<file path="src/rtl/fsb_pkg.sv">
package fsb_pkg;
   // Number of implemented slots and their roles
   localparam int unsigned FSB_SLOTS = 4;
   localparam int unsigned FSB_W     = 32;

   typedef enum logic [1:0] {
      SLOT_CAUSE = 2'd0,
      SLOT_VADDR = 2'd1,
      SLOT_AUX   = 2'd2,
      SLOT_EXT   = 2'd3
   } fsb_slot_e;

   // Software shaping constants
   localparam logic [FSB_W-1:0] CAUSE_SW_KEEP  = 32'h0000_00FF;
   localparam logic [FSB_W-1:0] CAUSE_SW_FORCE = 32'h0000_8000;
   localparam logic [FSB_W-1:0] AUX_SW_KEEP    = 32'h0000_00B0;
   localparam int unsigned      EXT_SRC_BIT    = 29;

   // Cause encoding used by hardware capture
   localparam int unsigned      DIR_BIT        = 15;
   localparam int unsigned      INV_BIT        = 7;
   localparam logic [FSB_W-1:0] UNDEF_CODE     = 32'h0000_0020;
endpackage

</file>
<file path="src/rtl/fsb_slot.sv">
module fsb_slot
   import fsb_pkg::*;
#(
   parameter int unsigned DATA_W = 32,
   parameter int unsigned SLOT   = 0
) (
   input  logic              clk,
   input  logic              rst_n,
   input  logic              sw_wr,
   input  logic              sw_clr,
   input  logic [DATA_W-1:0] sw_data,
   input  logic              hw_ld,
   input  logic [DATA_W-1:0] hw_data,
   output logic [DATA_W-1:0] q
);
   logic [DATA_W-1:0] shaped;

   // Per-slot software shaping rule
   generate
      if (SLOT == SLOT_CAUSE) begin : g_cause
         assign shaped = (sw_data & CAUSE_SW_KEEP) | CAUSE_SW_FORCE;
      end else if (SLOT == SLOT_VADDR) begin : g_vaddr
         assign shaped = sw_data;
      end else if (SLOT == SLOT_AUX) begin : g_aux
         assign shaped = sw_data & AUX_SW_KEEP;
      end else begin : g_ext
         assign shaped = {sw_data[EXT_SRC_BIT], sw_data[EXT_SRC_BIT],
                          sw_data[EXT_SRC_BIT:0]};
      end
   endgenerate

   // Priority: hardware load, software write, read clear
   always_ff @(posedge clk or negedge rst_n) begin
      if (!rst_n) begin
         q <= '0;
      end else if (hw_ld) begin
         q <= hw_data;
      end else if (sw_wr) begin
         q <= shaped;
      end else if (sw_clr) begin
         q <= '0;
      end
   end
endmodule

</file>
<file path="src/rtl/fsb_fault_enc.sv">
module fsb_fault_enc
   import fsb_pkg::*;
#(
   parameter int unsigned DATA_W = 32,
   parameter int unsigned ADDR_W = 32
) (
   input  logic              strobe,
   input  logic              is_write,
   input  logic              invalid,
   input  logic              undef,
   input  logic [ADDR_W-1:0] vaddr,
   input  logic [DATA_W-1:0] cause_q,
   output logic              cause_ld,
   output logic [DATA_W-1:0] cause_nx,
   output logic              vaddr_ld,
   output logic [DATA_W-1:0] vaddr_nx
);
   localparam logic [DATA_W-1:0] DIR_MASK = DATA_W'(1) << DIR_BIT;
   localparam logic [DATA_W-1:0] INV_MASK = DATA_W'(1) << INV_BIT;

   assign cause_ld = strobe && (invalid || undef);
   assign vaddr_ld = strobe;

   // Invalid entry merges into the held cause; undefined type replaces it
   always_comb begin
      if (invalid) begin
         if (is_write) cause_nx = cause_q | DIR_MASK | INV_MASK;
         else          cause_nx = (cause_q | INV_MASK) & ~DIR_MASK;
      end else begin
         cause_nx = is_write ? (UNDEF_CODE | DIR_MASK) : UNDEF_CODE;
      end
   end

   generate
      if (ADDR_W < DATA_W) begin : g_ext
         assign vaddr_nx = {{(DATA_W-ADDR_W){1'b0}}, vaddr};
      end else begin : g_full
         assign vaddr_nx = vaddr;
      end
   endgenerate
endmodule

</file>
<file path="src/rtl/fsb_rd_mux.sv">
module fsb_rd_mux #(
   parameter int unsigned DATA_W = 32,
   parameter int unsigned IDX_W  = 4,
   parameter int unsigned SLOTS  = 4
) (
   input  logic                         rd_en,
   input  logic [IDX_W-1:0]             idx,
   input  logic [SLOTS-1:0][DATA_W-1:0] slot_q,
   output logic [DATA_W-1:0]            rdata
);
   localparam int unsigned SEL_W = $clog2(SLOTS);

   always_comb begin
      rdata = '0;
      if (rd_en && (idx < IDX_W'(SLOTS))) begin
         rdata = slot_q[idx[SEL_W-1:0]];
      end
   end
endmodule

</file>
<file path="src/rtl/fault_status_bank.sv">
module fault_status_bank
   import fsb_pkg::*;
#(
   parameter int unsigned DATA_W = 32,
   parameter int unsigned IDX_W  = 4,
   parameter int unsigned ADDR_W = 32
) (
   input  logic              clk,
   input  logic              rst_n,
   input  logic              sw_sel,
   input  logic              sw_we,
   input  logic [IDX_W-1:0]  sw_idx,
   input  logic [DATA_W-1:0] sw_wdata,
   output logic [DATA_W-1:0] sw_rdata,
   input  logic              flt_strobe,
   input  logic              flt_is_write,
   input  logic              flt_invalid,
   input  logic              flt_undef,
   input  logic [ADDR_W-1:0] flt_vaddr
);
   localparam int unsigned SLOTS = FSB_SLOTS;

   // Elaboration-time parameter checks
   generate
      if (DATA_W != FSB_W) begin : g_bad_w
         $error("fault_status_bank: DATA_W must be 32");
      end
      if (ADDR_W > DATA_W) begin : g_bad_a
         $error("fault_status_bank: ADDR_W exceeds DATA_W");
      end
      if ((1 << IDX_W) < SLOTS) begin : g_bad_i
         $error("fault_status_bank: IDX_W too narrow for slots");
      end
   endgenerate

   logic [SLOTS-1:0][DATA_W-1:0] slot_q;
   logic [SLOTS-1:0]             wr_vec;
   logic [SLOTS-1:0]             clr_vec;
   logic [SLOTS-1:0]             ld_vec;
   logic [SLOTS-1:0][DATA_W-1:0] ld_data;
   logic                         cause_ld;
   logic                         vaddr_ld;
   logic [DATA_W-1:0]            cause_nx;
   logic [DATA_W-1:0]            vaddr_nx;
   logic                         sw_rd;
   logic                         sw_go;

   assign sw_rd = sw_sel && !sw_we;
   assign sw_go = sw_sel && !flt_strobe;

   fsb_fault_enc #(.DATA_W(DATA_W), .ADDR_W(ADDR_W)) u_enc (
      .strobe   (flt_strobe),
      .is_write (flt_is_write),
      .invalid  (flt_invalid),
      .undef    (flt_undef),
      .vaddr    (flt_vaddr),
      .cause_q  (slot_q[SLOT_CAUSE]),
      .cause_ld (cause_ld),
      .cause_nx (cause_nx),
      .vaddr_ld (vaddr_ld),
      .vaddr_nx (vaddr_nx)
   );

   generate
      for (genvar k = 0; k < SLOTS; k++) begin : g_slot
         assign wr_vec[k]  = sw_go &&  sw_we && (sw_idx == IDX_W'(k));
         assign clr_vec[k] = sw_go && !sw_we && (sw_idx == IDX_W'(k));
         if (k == SLOT_CAUSE) begin : g_hw_c
            assign ld_vec[k]  = cause_ld;
            assign ld_data[k] = cause_nx;
         end else if (k == SLOT_VADDR) begin : g_hw_v
            assign ld_vec[k]  = vaddr_ld;
            assign ld_data[k] = vaddr_nx;
         end else begin : g_hw_n
            assign ld_vec[k]  = 1'b0;
            assign ld_data[k] = '0;
         end
         fsb_slot #(.DATA_W(DATA_W), .SLOT(k)) u_slot (
            .clk     (clk),
            .rst_n   (rst_n),
            .sw_wr   (wr_vec[k]),
            .sw_clr  (clr_vec[k]),
            .sw_data (sw_wdata),
            .hw_ld   (ld_vec[k]),
            .hw_data (ld_data[k]),
            .q       (slot_q[k])
         );
      end
   endgenerate

   fsb_rd_mux #(.DATA_W(DATA_W), .IDX_W(IDX_W), .SLOTS(SLOTS)) u_rd (
      .rd_en  (sw_rd),
      .idx    (sw_idx),
      .slot_q (slot_q),
      .rdata  (sw_rdata)
   );
endmodule

</file>
<file path="config.mk">
export PLATFORM = sky130hd
export DESIGN_NAME = fault_status_bank
export DESIGN_NICKNAME = d
export VERILOG_FILES = /design/src/rtl/fsb_pkg.sv /design/src/rtl/fsb_slot.sv /design/src/rtl/fsb_fault_enc.sv /design/src/rtl/fsb_rd_mux.sv /design/src/rtl/fault_status_bank.sv
export SDC_FILE = /design/constraint.sdc
export NUM_CORES = 1
export LEC_CHECK = 0
export ABC_AREA = 0
export BUFFER_PORTS_ARGS = -buffer_cell sky130_fd_sc_hd__buf_2
export CORE_UTILIZATION = 29
export DETAILED_ROUTE_END_ITERATION = 10
export SYNTH_ARGS = -nofsm -noshare
export SYNTH_HDL_FRONTEND = slang
export SYNTH_SLANG_ARGS = --single-unit
export TNS_END_PERCENT = 10
</file>
<file path="constraint.sdc">
create_clock -name clk -period 1.6 [get_ports clk]
set_input_delay 0.08 -clock clk [delete_from_list [all_inputs] [get_ports clk]]
set_output_delay 0.08 -clock clk [all_outputs]
set_load 0.005 [all_outputs]
</file>
==> flow_metrics.env <==
export IMPL_synth_top_area_share_pct=47.5
export IMPL_seq_power_share_pct=42.2
export IMPL_syn_nets=441
export IMPL_final_hold_viol_count=0
export IMPL_end_kind="output pin"
export IMPL_grt_pass1_wl_um=17700
export IMPL_crit_path_start="g_slot[2].u_slot.q[5]$_DFFE_PN0P_"
export IMPL_grt_max_degree=45
export IMPL_max_stage_delay_ns=0.47
export IMPL_ioPinCount=108
export IMPL_leakage_nw=2.66
export IMPL_crit_end="sw_rdata[5]"
export IMPL_synth_cell_type_count=32
export IMPL_path_cells="mux4_2 -> nor2b_4 -> buf_2"
export IMPL_r2r_end="g_slot[0].u_slot.q[7]$_DFFE_PN0P_"
export IMPL_die_x_um=118
export IMPL_critical_path_slowest_cell="mux4_2"
export IMPL_synth_edf_count=0
export IMPL_async_reset_ff_share_pct=100
export IMPL_place_ws_ns=-0.163
export IMPL_setup_slack_ns=0.0512
export IMPL_synth_xor_area_share_pct=0
export IMPL_fmaxAchievable_mhz=646
export IMPL_final_common_cell="buf_2"
export IMPL_rr_worst_depth=2
export IMPL_drc_errors=0
export IMPL_cts_setup_buffers=0
export IMPL_grt_setup_unrepaired="false"
export IMPL_maxCapViolCount=0
export IMPL_p_sw_share_pct=23.5
export IMPL_post_route_min_period_ns=1.55
export IMPL_cp_start_kind="flop"
export IMPL_worst_slew_pin_transition_ns=0.814
export IMPL_via_per_inst=4.77
export IMPL_largestRegisters="g_slot.u_slot.q (74)"
export IMPL_synth_area_leader_cell="dfrtp_1"
export IMPL_numClockSinks=74
export IMPL_pwr_density_cell_nw_per_um2=1000
export IMPL_gr_usage_met2_pct=28.0
export IMPL_top_usage_layer="met2"
export IMPL_htree_levels=3
export IMPL_core_area_um2=13200
export IMPL_synthCells=365
export IMPL_overflow=0
export IMPL_wl_um=10900
export IMPL_synth_adder_area_share_pct=0
export IMPL_syn_to_final_growth_pct=34.3
export IMPL_row_count=42
export IMPL_p_switching_w=0.00124
export IMPL_drt_iter0_markers=172
export IMPL_gp_congestion=0.777
export IMPL_drive_above_1_share_pct=31.8
export IMPL_ys_seq_area_share_pct=47.5
export IMPL_yosys_area_share_simple_pct=15.9
export IMPL_chipHeight_um=118
export IMPL_grt_pass1_vias=3425
export IMPL_p_int_w=0.00401
export IMPL_die_area_um2=13900
export IMPL_combPwrFrac_pct=14.5
export IMPL_rr_startpoint="g_slot[0].u_slot.q[7]$_DFFE_PN0P_"
export IMPL_antenna_diode_count=0
export IMPL_final_cell_mix="buf_2 (106), dfrtp_1 (74), mux2i_1 (43)"
export IMPL_outcome="finished clean"
export IMPL_synth_area_leaders="dfrtp_1 (47%), mux2i_1 (11%), mux2_1 (5.2%)"
export IMPL_start_util_pct=29.6
export IMPL_power_frac_clock_pct=43.4
export IMPL_synth_avg_cell_area_um2=10.7
export IMPL_root_buffer="clkbuf_16"
export IMPL_fin_skew_ns=0
export IMPL_setup_viol=0
export IMPL_largest_reg_flops=74
export IMPL_crit_type="flop to output pin"
export IMPL_numCtsBuffers=9
export IMPL_maxSlewViolCount=0
export IMPL_synthMuxAreaShare_pct=20.6
export IMPL_wire_per_inst_um=16.1
export IMPL_cts_tree="built"
export IMPL_dr_total_vias=3210
export IMPL_synthesis_area_um2=3900
export IMPL_clk_pin_slew_worst_paths_ns=0.06
export IMPL_met3_usage_pct=3.68
export IMPL_hold_path_class="input pin to flop"
export IMPL_insertion_delay_ns=0.33
export IMPL_grt_use_total_pct=16.5
export IMPL_synth_ff_type="dfrtp_1"
export IMPL_ff2ff_setup_slack_ns=0.77
export IMPL_ys_seq_elements=74
export IMPL_synth_compound_area_share_pct=10.0
export IMPL_ir_worst_vdd_uv=433
export IMPL_met1_usage_pct=21.0
export IMPL_dp_final_hpwl_um=7710
export IMPL_yosysWarnings=0
export IMPL_ant_nets=0
export IMPL_tns_ns=0
export IMPL_antenna_found_initial=0
export IMPL_maxSlewHeadroom_pct=45.6
export IMPL_regMostFlops="g_slot.u_slot.q"
export IMPL_nets=568
export IMPL_worstPathMaxFanout=2
export IMPL_synth_top_family_by_area="multiplexers"
export IMPL_dr_pass1_iters=5
export IMPL_cp_data_arrival_time_ns=1.47
export IMPL_fin_crit_sh_pct=96.8
export IMPL_numPortBuffers=107
export IMPL_cp_required_ns=1.52
export IMPL_cts_buffer_depth=2
## area by class of cell
cell class / instances / area [µm²]
timing repair buffer: 142 / 901
clock inverter: 6 / 105
multi-input combinational: 238 / 1830
fill: 1352 / 7950
inverter: 27 / 101
sequential: 74 / 1850
clock buffer: 10 / 229
tap: 176 / 220
## per-stage QoR
step / util, % / instances / power (W) / hold WS, ns / area (µm²)
2_1_floorplan: - / 365 / 0.00266 / -0.216 / 3900
3_3_place_gp: 35.5 / 637 / 0.00294 / 0.0402 / 4690
3_5_place_dp: 35.5 / 637 / 0.00298 / 0.0435 / 4690
4_1_cts: 39.6 / 673 / 0.00532 / 0.00435 / 5220
5_1_grt: 39.7 / 673 / 0.00550 / 0.00557 / 5240
6_report: 39.7 / 673 / 0.00525 / 0.00205 / 5240
## synthesized netlist by cell type (2+ instances only)
| cell type | instances |
|---|---|
| buf_2 | 12 |
| dfrtp_1 | 74 |
| nand2_1 | 38 |
| a22oi_1 | 6 |
| buf_6 | 2 |
| nand2b_1 | 4 |
| mux2i_1 | 43 |
| nor2_1 | 27 |
| nand3b_1 | 4 |
| inv_1 | 27 |
| and2_1 | 29 |
| buf_4 | 2 |
| o221ai_1 | 14 |
| mux2_1 | 18 |
| mux4_2 | 3 |
| nor2b_1 | 5 |
| a21oi_1 | 3 |
| a221o_1 | 16 |
| and3_1 | 7 |
| nand2_2 | 2 |
| clkbuf_1 | 10 |
| mux2_2 | 9 |
## kinds of logic after synthesis
| kind of cell | count (synthesis) |
|---|---|
| flops | 74 |
| compound gates | 45 |
| simple gates | 120 |
| buf+inv | 53 |
| mux | 73 |
## worst max-delay path: cells and delay by family, from the launching register on
family | cells | cell delay [ns]
flip-flops | 1 | 0.39
multiplexers | 1 | 0.47
buffers and inverters | 1 | 0.14
AND/OR/NAND/NOR | 1 | 0.14
## worst min path at each step
stage                        startpoint                                 end  slack [ns]  depth (start not counted)
after CTS                 flt_vaddr[27]  g_slot[1].u_slot.q[27]$_DFFE_PN0P_       0.004                          2
final                     flt_vaddr[27]  g_slot[1].u_slot.q[27]$_DFFE_PN0P_       0.002                          2
after floorplan                   rst_n   g_slot[0].u_slot.q[0]$_DFFE_PN0P_       -0.22                          0
after global placement            rst_n  g_slot[3].u_slot.q[21]$_DFFE_PN0P_        0.04                          1
after detailed placement          rst_n  g_slot[1].u_slot.q[21]$_DFFE_PN0P_        0.04                          1
after global routing      flt_vaddr[27]  g_slot[1].u_slot.q[27]$_DFFE_PN0P_       0.006                          2
## power groups by stage
stage          sequential, W  clock [W]  combinational [W]
6_report             0.00221    0.00228           0.000759
5_1_grt              0.00224    0.00241           0.000849
4_1_cts              0.00221    0.00233           0.000769
3_5_place_dp         0.00225          0           0.000730
3_3_place_gp         0.00224          0           0.000709
2_1_floorplan        0.00221          0           0.000452
## per-layer routing
metal / routed length [µm] / share of wire (%) / up-vias
li1: - / - / 1526
met1: 4890 / 45 / 1579
met5: 0 / 0 / -
met4: 129 / 1.2 / 0
met3: 515 / 4.7 / 12
met2: 5320 / 49 / 93
## timing repair
action	in CTS	in global routing
gates resized for setup	0	4
setup endpoints to repair	0	2
endpoints found under the hold margin	49	0
hold buffers	20	0
No activity file was read; power rests on OpenSTA's default activity.
